## src/rtl/fp_ls_pkg.sv

```systemverilog
package fp_ls_pkg;
    typedef enum logic [2:0] {
        ST_IDLE,
        ST_WORD0,
        ST_WORD1,
        ST_FINISH,
        ST_ALIGN_TRAP,
        ST_ILL_TRAP
    } seq_state_t;

    localparam int WORD_BYTES = 4;
endpackage

```

## src/rtl/fp_ls_agen.sv

```systemverilog
module fp_ls_agen #(
    parameter int ADDR_W = 32,
    parameter int IMM_W  = 13
) (
    input  logic [ADDR_W-1:0] base_val,
    input  logic [ADDR_W-1:0] index_val,
    input  logic              use_imm,
    input  logic [IMM_W-1:0]  imm_val,
    input  logic              is_double,
    input  logic              reg_lsb,
    output logic [ADDR_W-1:0] eff_addr,
    output logic              misaligned,
    output logic              odd_pair
);
    localparam int EXT_W = ADDR_W - IMM_W;

    logic [ADDR_W-1:0] offset;

    always_comb begin
        offset     = use_imm ? {{EXT_W{imm_val[IMM_W-1]}}, imm_val} : index_val;
        eff_addr   = base_val + offset;
        misaligned = is_double ? (eff_addr[2:0] != 3'b000) : (eff_addr[1:0] != 2'b00);
        odd_pair   = is_double & reg_lsb;
    end
endmodule

```

## src/rtl/fp_ls_ctrl.sv

```systemverilog
module fp_ls_ctrl
    import fp_ls_pkg::*;
#(
    parameter int ADDR_W = 32,
    parameter int DATA_W = 32,
    parameter int RIDX_W = 5
) (
    input  logic              clk,
    input  logic              rst_n,
    input  logic              issue_valid,
    input  logic              op_store,
    input  logic              op_double,
    input  logic [RIDX_W-1:0] rd_idx,
    input  logic [ADDR_W-1:0] eff_addr,
    input  logic              misaligned,
    input  logic              odd_pair,
    input  logic              mem_ready,
    input  logic [DATA_W-1:0] mem_rdata,
    input  logic [DATA_W-1:0] rf_rdata,
    output logic              mem_req,
    output logic              mem_we,
    output logic [ADDR_W-1:0] mem_addr,
    output logic [DATA_W-1:0] mem_wdata,
    output logic [RIDX_W-1:0] rf_raddr,
    output logic              rf_we,
    output logic [RIDX_W-1:0] rf_waddr,
    output logic [DATA_W-1:0] rf_wdata,
    output logic              busy,
    output logic              done,
    output logic              trap_align,
    output logic              trap_illegal
);
    seq_state_t        state_q, state_d;
    logic [ADDR_W-1:0] addr_q;
    logic [RIDX_W-1:0] reg_q;
    logic              store_q;
    logic              double_q;
    logic [ADDR_W-1:0] cur_addr;
    logic [RIDX_W-1:0] cur_reg;

    wire accept = (state_q == ST_IDLE) && issue_valid;

    always_ff @(posedge clk) begin
        if (!rst_n) state_q <= ST_IDLE;
        else        state_q <= state_d;
    end

    always_ff @(posedge clk) begin
        if (!rst_n) begin
            addr_q   <= '0;
            reg_q    <= '0;
            store_q  <= 1'b0;
            double_q <= 1'b0;
        end else if (accept) begin
            addr_q   <= eff_addr;
            reg_q    <= rd_idx;
            store_q  <= op_store;
            double_q <= op_double;
        end
    end

    always_comb begin
        state_d = state_q;
        unique case (state_q)
            ST_IDLE: begin
                if (issue_valid) begin
                    if (misaligned)    state_d = ST_ALIGN_TRAP;
                    else if (odd_pair) state_d = ST_ILL_TRAP;
                    else               state_d = ST_WORD0;
                end
            end
            ST_WORD0:      if (mem_ready) state_d = double_q ? ST_WORD1 : ST_FINISH;
            ST_WORD1:      if (mem_ready) state_d = ST_FINISH;
            ST_FINISH:     state_d = ST_IDLE;
            ST_ALIGN_TRAP: state_d = ST_IDLE;
            ST_ILL_TRAP:   state_d = ST_IDLE;
            default:       state_d = ST_IDLE;
        endcase
    end

    always_comb begin
        mem_req      = 1'b0;
        cur_addr     = addr_q;
        cur_reg      = reg_q;
        done         = 1'b0;
        trap_align   = 1'b0;
        trap_illegal = 1'b0;
        unique case (state_q)
            ST_IDLE:       ;
            ST_WORD0:      mem_req = 1'b1;
            ST_WORD1: begin
                mem_req  = 1'b1;
                cur_addr = addr_q + ADDR_W'(WORD_BYTES);
                cur_reg  = {reg_q[RIDX_W-1:1], 1'b1};
            end
            ST_FINISH:     done = 1'b1;
            ST_ALIGN_TRAP: trap_align = 1'b1;
            ST_ILL_TRAP:   trap_illegal = 1'b1;
            default:       ;
        endcase
        busy      = (state_q != ST_IDLE);
        mem_we    = mem_req & store_q;
        mem_addr  = cur_addr;
        mem_wdata = rf_rdata;
        rf_raddr  = cur_reg;
        rf_we     = mem_req & ~store_q & mem_ready;
        rf_waddr  = cur_reg;
        rf_wdata  = mem_rdata;
    end
endmodule

```

## src/rtl/fp_ldst_seq.sv

```systemverilog
module fp_ldst_seq #(
    parameter int ADDR_W = 32,
    parameter int DATA_W = 32,
    parameter int RIDX_W = 5,
    parameter int IMM_W  = 13
) (
    input  logic              clk,
    input  logic              rst_n,
    input  logic              issue_valid,
    input  logic              op_store,
    input  logic              op_double,
    input  logic [RIDX_W-1:0] rd_field,
    input  logic              imm_flag,
    input  logic [IMM_W-1:0]  imm_field,
    input  logic [ADDR_W-1:0] rs1_val,
    input  logic [ADDR_W-1:0] rs2_val,
    output logic              mem_req,
    output logic              mem_we,
    output logic [ADDR_W-1:0] mem_addr,
    output logic [DATA_W-1:0] mem_wdata,
    input  logic [DATA_W-1:0] mem_rdata,
    input  logic              mem_ready,
    output logic [RIDX_W-1:0] rf_raddr,
    input  logic [DATA_W-1:0] rf_rdata,
    output logic              rf_we,
    output logic [RIDX_W-1:0] rf_waddr,
    output logic [DATA_W-1:0] rf_wdata,
    output logic              busy,
    output logic              done,
    output logic              trap_align,
    output logic              trap_illegal
);
    logic [ADDR_W-1:0] eff_addr;
    logic              misaligned;
    logic              odd_pair;

    fp_ls_agen #(.ADDR_W(ADDR_W), .IMM_W(IMM_W)) u_agen (
        .base_val   (rs1_val),
        .index_val  (rs2_val),
        .use_imm    (imm_flag),
        .imm_val    (imm_field),
        .is_double  (op_double),
        .reg_lsb    (rd_field[0]),
        .eff_addr   (eff_addr),
        .misaligned (misaligned),
        .odd_pair   (odd_pair)
    );

    fp_ls_ctrl #(.ADDR_W(ADDR_W), .DATA_W(DATA_W), .RIDX_W(RIDX_W)) u_ctrl (
        .clk          (clk),
        .rst_n        (rst_n),
        .issue_valid  (issue_valid),
        .op_store     (op_store),
        .op_double    (op_double),
        .rd_idx       (rd_field),
        .eff_addr     (eff_addr),
        .misaligned   (misaligned),
        .odd_pair     (odd_pair),
        .mem_ready    (mem_ready),
        .mem_rdata    (mem_rdata),
        .rf_rdata     (rf_rdata),
        .mem_req      (mem_req),
        .mem_we       (mem_we),
        .mem_addr     (mem_addr),
        .mem_wdata    (mem_wdata),
        .rf_raddr     (rf_raddr),
        .rf_we        (rf_we),
        .rf_waddr     (rf_waddr),
        .rf_wdata     (rf_wdata),
        .busy         (busy),
        .done         (done),
        .trap_align   (trap_align),
        .trap_illegal (trap_illegal)
    );
endmodule

```

## config.mk

```make
export PLATFORM = sky130hd
export DESIGN_NAME = fp_ldst_seq
export DESIGN_NICKNAME = d
export VERILOG_FILES = /design/src/rtl/fp_ls_pkg.sv /design/src/rtl/fp_ls_agen.sv /design/src/rtl/fp_ls_ctrl.sv /design/src/rtl/fp_ldst_seq.sv
export SDC_FILE = /design/constraint.sdc
export NUM_CORES = 1
export LEC_CHECK = 0
export BUFFER_PORTS_ARGS = -buffer_cell sky130_fd_sc_hd__buf_4
export CAP_MARGIN = 40
export CORE_MARGIN = 8
export CORE_UTILIZATION = 30
export DETAILED_ROUTE_END_ITERATION = 8
export GPL_TIMING_DRIVEN = 0
export PLACE_DENSITY_LB_ADDON = 0.3
export SKIP_CTS_REPAIR_TIMING = 1
export SYNTH_ARGS = -nofsm -noshare
export SYNTH_HDL_FRONTEND = slang
export SYNTH_SLANG_ARGS = --single-unit
export TNS_END_PERCENT = 20
```

## constraint.sdc

```tcl
create_clock -name clk -period 4.59 [get_ports clk]
set_clock_uncertainty 0.2 [all_clocks]
set_input_delay 0.918 -clock clk [delete_from_list [all_inputs] [get_ports clk]]
set_output_delay 0.918 -clock clk [all_outputs]
set_load 0.02 [all_outputs]
```

Word level (Yosys, flattened, before mapping) --
Index checks and enable logic that the tools add are counted.
Storage, ports and cells: logic and storage cells 42, output and inout port bits 113, bits in registers 42, bits of input ports 153
Operators by class: equality and inequality tests 8, bitwise operators 5, multiplexer cells 15, reductions and logical operators 7, $add $sub $neg 2
Operators with widths (number):
- 32-bit two-way mux | 2
- 32-bit by 3-bit adder with 32-bit output, second input constant | 1
- 32-bit adder | 1
- 3-bit two-way mux | 5
- 3-bit one-hot mux with 3 select lines | 1
- 1-bit two-way mux | 7
- 3-bit by 2-bit == test with 1-bit output, second input constant | 2
- 3-bit == test, second input constant | 2
- 2-bit != test, second input constant | 3
- 3-bit nonzero test | 2
- 1-bit bitwise AND | 4
- 3-bit by 1-bit == test with 1-bit output, second input constant | 1
- 3-bit logical NOT | 1
- 3-bit AND reduction | 1
- 2-bit nonzero test | 1
- 2-bit OR reduction | 1
- 1-bit logical AND | 1
- 1-bit inverter | 1

Longest topological paths before layout --
depth after elaboration 7, mapped depth 13, mapped depth without buffers 11

Hierarchy --
From an unflattened synthesis, not the netlist that was laid out.
Unflattened totals: cell total of the unflattened synthesis 669, area, all modules 4927.2 um^2
By module, submodules not included:
- fp_ls_ctrl | cells each 367, instances 1, sequential area each 840.8 um^2, area an instance 2842.7 um^2
- fp_ls_agen | cells each 302, instances 1, sequential area each 0.0 um^2, area an instance 2084.5 um^2

Least setup slack after synthesis --
Ideal clock, no wire load.
path kind input-to-reg, start in imm_flag, end reg u_ctrl.addr_q[30], library setup time 0.124 ns, arrival time 3.544 ns, slack 0.721 ns, required time 4.266 ns, path buffers 3, cell stages on the path 12, cells stage by stage clkbuf_1 -> clkbuf_1 -> mux2_2 -> ha_1 -> buf_6 -> and3_4 -> a31o_1 -> o31ai_2 -> a31oi_4 -> a31oi_4 -> mux2i_1 -> o22ai_1
Between the ends: word-level cells in the longest chain between the ends 2
RTL lines:
- start, declared | RTL line fp_ldst_seq.sv:13 | input logic imm_flag,
- 32-bit two-way mux | RTL line fp_ls_agen.sv:20 | offset = use_imm ? {{EXT_W{imm_val[IMM_W-1]}}, imm_val} : index_val;
- 32-bit adder | RTL line fp_ls_agen.sv:21 | eff_addr = base_val + offset;
- end signal, assigned | RTL line fp_ls_ctrl.sv:55 | addr_q <= eff_addr;
- end, declared | RTL line fp_ls_ctrl.sv:34 | logic [ADDR_W-1:0] addr_q;
Every way passes these cells. A chain may end at the register's enable or synchronous reset.

Worst setup path in the final report --
start in imm_flag, end reg u_ctrl.addr_q[22]
Same word-level chain as after synthesis.

==> flow_summary.ini <==
[critical_path]
r2r_start = u_ctrl.state_q[2]$_SDFFE_PN0P_
cp-end-kind = register
worstRegToRegCells = 7
cp.required_ps = 4530
reg2reg_setup_slack_ps = 2260
crit_arrival_ps = 4230
critPathLaunchType = input pin
reg2reg_to = u_ctrl.addr_q[0]$_SDFFE_PN0P_
endpoint = u_ctrl.addr_q[22]$_SDFFE_PN0P_
critPathKind = input pin to register
critPathLaunch = imm_flag
cp_max_fo = 10

[floorplanning]
fp.dieH_um = 144
coreArea_sq_um = 15900
die_area_sq_um = 20700
start_util_pct = 30.7
num_rows = 46
die_w_um = 144
io_pins = 266

[clock_tree]
cts_buffers = 5
tritoncts = built
clk_latency_ps = 280
cts.sink_count = 42
cts_htree_levels = 2
clk_pin_slew_ps = 60
clockRootBuffer = clkbuf_16
clockBufferDepth = 2

[global_routing]
gr-total-overflow = 0
antenna_found_initial = 0
grt_pass1_vias = 4989
grt_pass1_wl_mm = 25.1
grt_usage_pct = 14.8
grt_max_degree = 14

[pwr]
peakVddDrop_mv = 0.136
finalPower_mw = 1.71
p_leak_nw = 3.31
p_per_area_nw_per_um2 = 251

[detailed_routing]
firstDrtPassIters = 5
route.vias.total = 5040
drtAntennaViolNets = 0
drt-initial-drc-count = 313
vias_per_cell = 4.67
drc = 0
wl_per_cell_um = 14.9
routed_wl_mm = 16.1

[hold_path]
hold_path_depth = 2
min_path_type = register to register

[place]
placed_cell_area_sq_um = 6670
hpwl_mm = 14.0
dpl.cell_count = 1072
routabilityCongestion = 0.857
port_buffers = 200
place_ws_ps = -28.1

[sta]
setup_viol = 0
final.setup.tns_ps = 0
whs_ps = 249
fin_ws_ps = 297
hold_viol = 0
max_slew_margin_pct = 56.3
slew_viol_final = 0
rsz0062_at_grt = false
finalCriticalPeriod_ps = 4290
clock.fmax_mhz = 233
fin_crit_sh_pct = 93.5
worst_pin_slew_ps = 649

[yosys]
synth_nets = 842
syn_inst = 656
async_flop_share_pct = 0
yosysWarnings = 0
ys_seq_area_share_pct = 17.2
ys_types = 65
synth_flop_cell = dfxtp_1
synth_edf_count = 0
syn_area_per_cell_sq_um = 7.47
ys_ff_latch = 42
syn-cell-area_sq_um = 4900

[final_layout]
antenna_cells = 0
final_common_cell = buf_4
postLayoutCellArea_sq_um = 6810
post-route-util_pct = 42.7
fill_cells = 1714
layout_common_cells = buf_4, nand2_1, a21oi_1, dfxtp_1, o21ai_0
fin_cells = 1080
final_layout_size_suffix_gt1_share_pct = 38.9
area_growth_pct = 39.1
final_nets = 1049

[run_status]
status = finished, final reports clean

[flow_run]
timing.max_cap.violations = 0
cell type report:
cell class	count	area (sq um)	area share (%)
Multi-Input combinational cell	478	3190	46.9
Timing Repair Buffer	200	1500	22.0
Sequential cell	42	841	12.3
Buffer	108	759	11.1
Tap cell	216	270	3.97
Clock buffer	6	129	1.89
Inverter	28	105	1.54
Clock inverter	2	13.8	0.202
power by group:
group          total, mW  switching (mW)  internal (mW)
registers          0.466          0.0506          0.415
logic              0.901           0.486          0.415
clock network      0.341           0.139          0.201
cells by family (layout without fill, tap and decap cells):
| group | Yosys count | count (layout) | synth area share (%) |
|---|---|---|---|
| buf+inv | 136 | 344 | 17.7 |
| simple gates | 219 | 219 | 23.0 |
| flops | 42 | 42 | 17.2 |
| mux | 18 | 18 | 3.99 |
| compound gates | 156 | 156 | 20.3 |
| xor+xnor | 52 | 52 | 9.30 |
| fa+ha+maj | 33 | 33 | 8.58 |
how the worst min path moves through the flow:
| stage | start | endpoint | slack, ps |
|---|---|---|---|
| global route | u_ctrl.reg_q[0]$_SDFFE_PN0P_ | u_ctrl.reg_q[0]$_SDFFE_PN0P_ | 270 |
| global placement | u_ctrl.reg_q[0]$_SDFFE_PN0P_ | u_ctrl.reg_q[0]$_SDFFE_PN0P_ | 240 |
| CTS | u_ctrl.reg_q[0]$_SDFFE_PN0P_ | u_ctrl.reg_q[0]$_SDFFE_PN0P_ | 250 |
| floorplan | u_ctrl.reg_q[0]$_SDFFE_PN0P_ | u_ctrl.reg_q[0]$_SDFFE_PN0P_ | 230 |
| detailed placement | u_ctrl.reg_q[0]$_SDFFE_PN0P_ | u_ctrl.reg_q[0]$_SDFFE_PN0P_ | 240 |
| finish | u_ctrl.reg_q[0]$_SDFFE_PN0P_ | u_ctrl.reg_q[0]$_SDFFE_PN0P_ | 250 |
Yosys cell counts, drive strengths merged, types with 19 or more instances:
library cell  number  area, sq um
buf               94          687
nand2             82          308
a21oi             56          284
dfxtp             42          841
o21ai             38          190
ha                32          400
nor2              31          116
xnor2             30          263
inv               27          101
xor2              22          193
nand3             20          105
a21o              19          145
routing by layer:
metal / part of all wire [%] / global-route usage (%) / vias up
met3: 8.4 / 3.15 / 7
met4: 0.80 / 2.66 / 0
met2: 47 / 25.0 / 175
met5: 0 / 0 / -
met1: 44 / 19.2 / 2215
li1: - / - / 2643
worst max-delay path, stage by stage:
cell and delay (ps):
clkbuf_1 320, clkbuf_1 500, mux2_2 420, ha_1 380, a21o_1 260, a31o_1 240, o31ai_2 330, a31oi_4 200
a31oi_4 260, xor2_1 280, a211oi_2 110
flip-flops by register name, indices dropped and copies added, names as in the netlist:
| register | flops |
|---|---|
| u_ctrl.addr_q | 32 |
| u_ctrl.reg_q | 5 |
| u_ctrl.state_q | 3 |
| u_ctrl.double_q | 1 |
| u_ctrl.store_q | 1 |
Power figures use the tool's default switching activity.
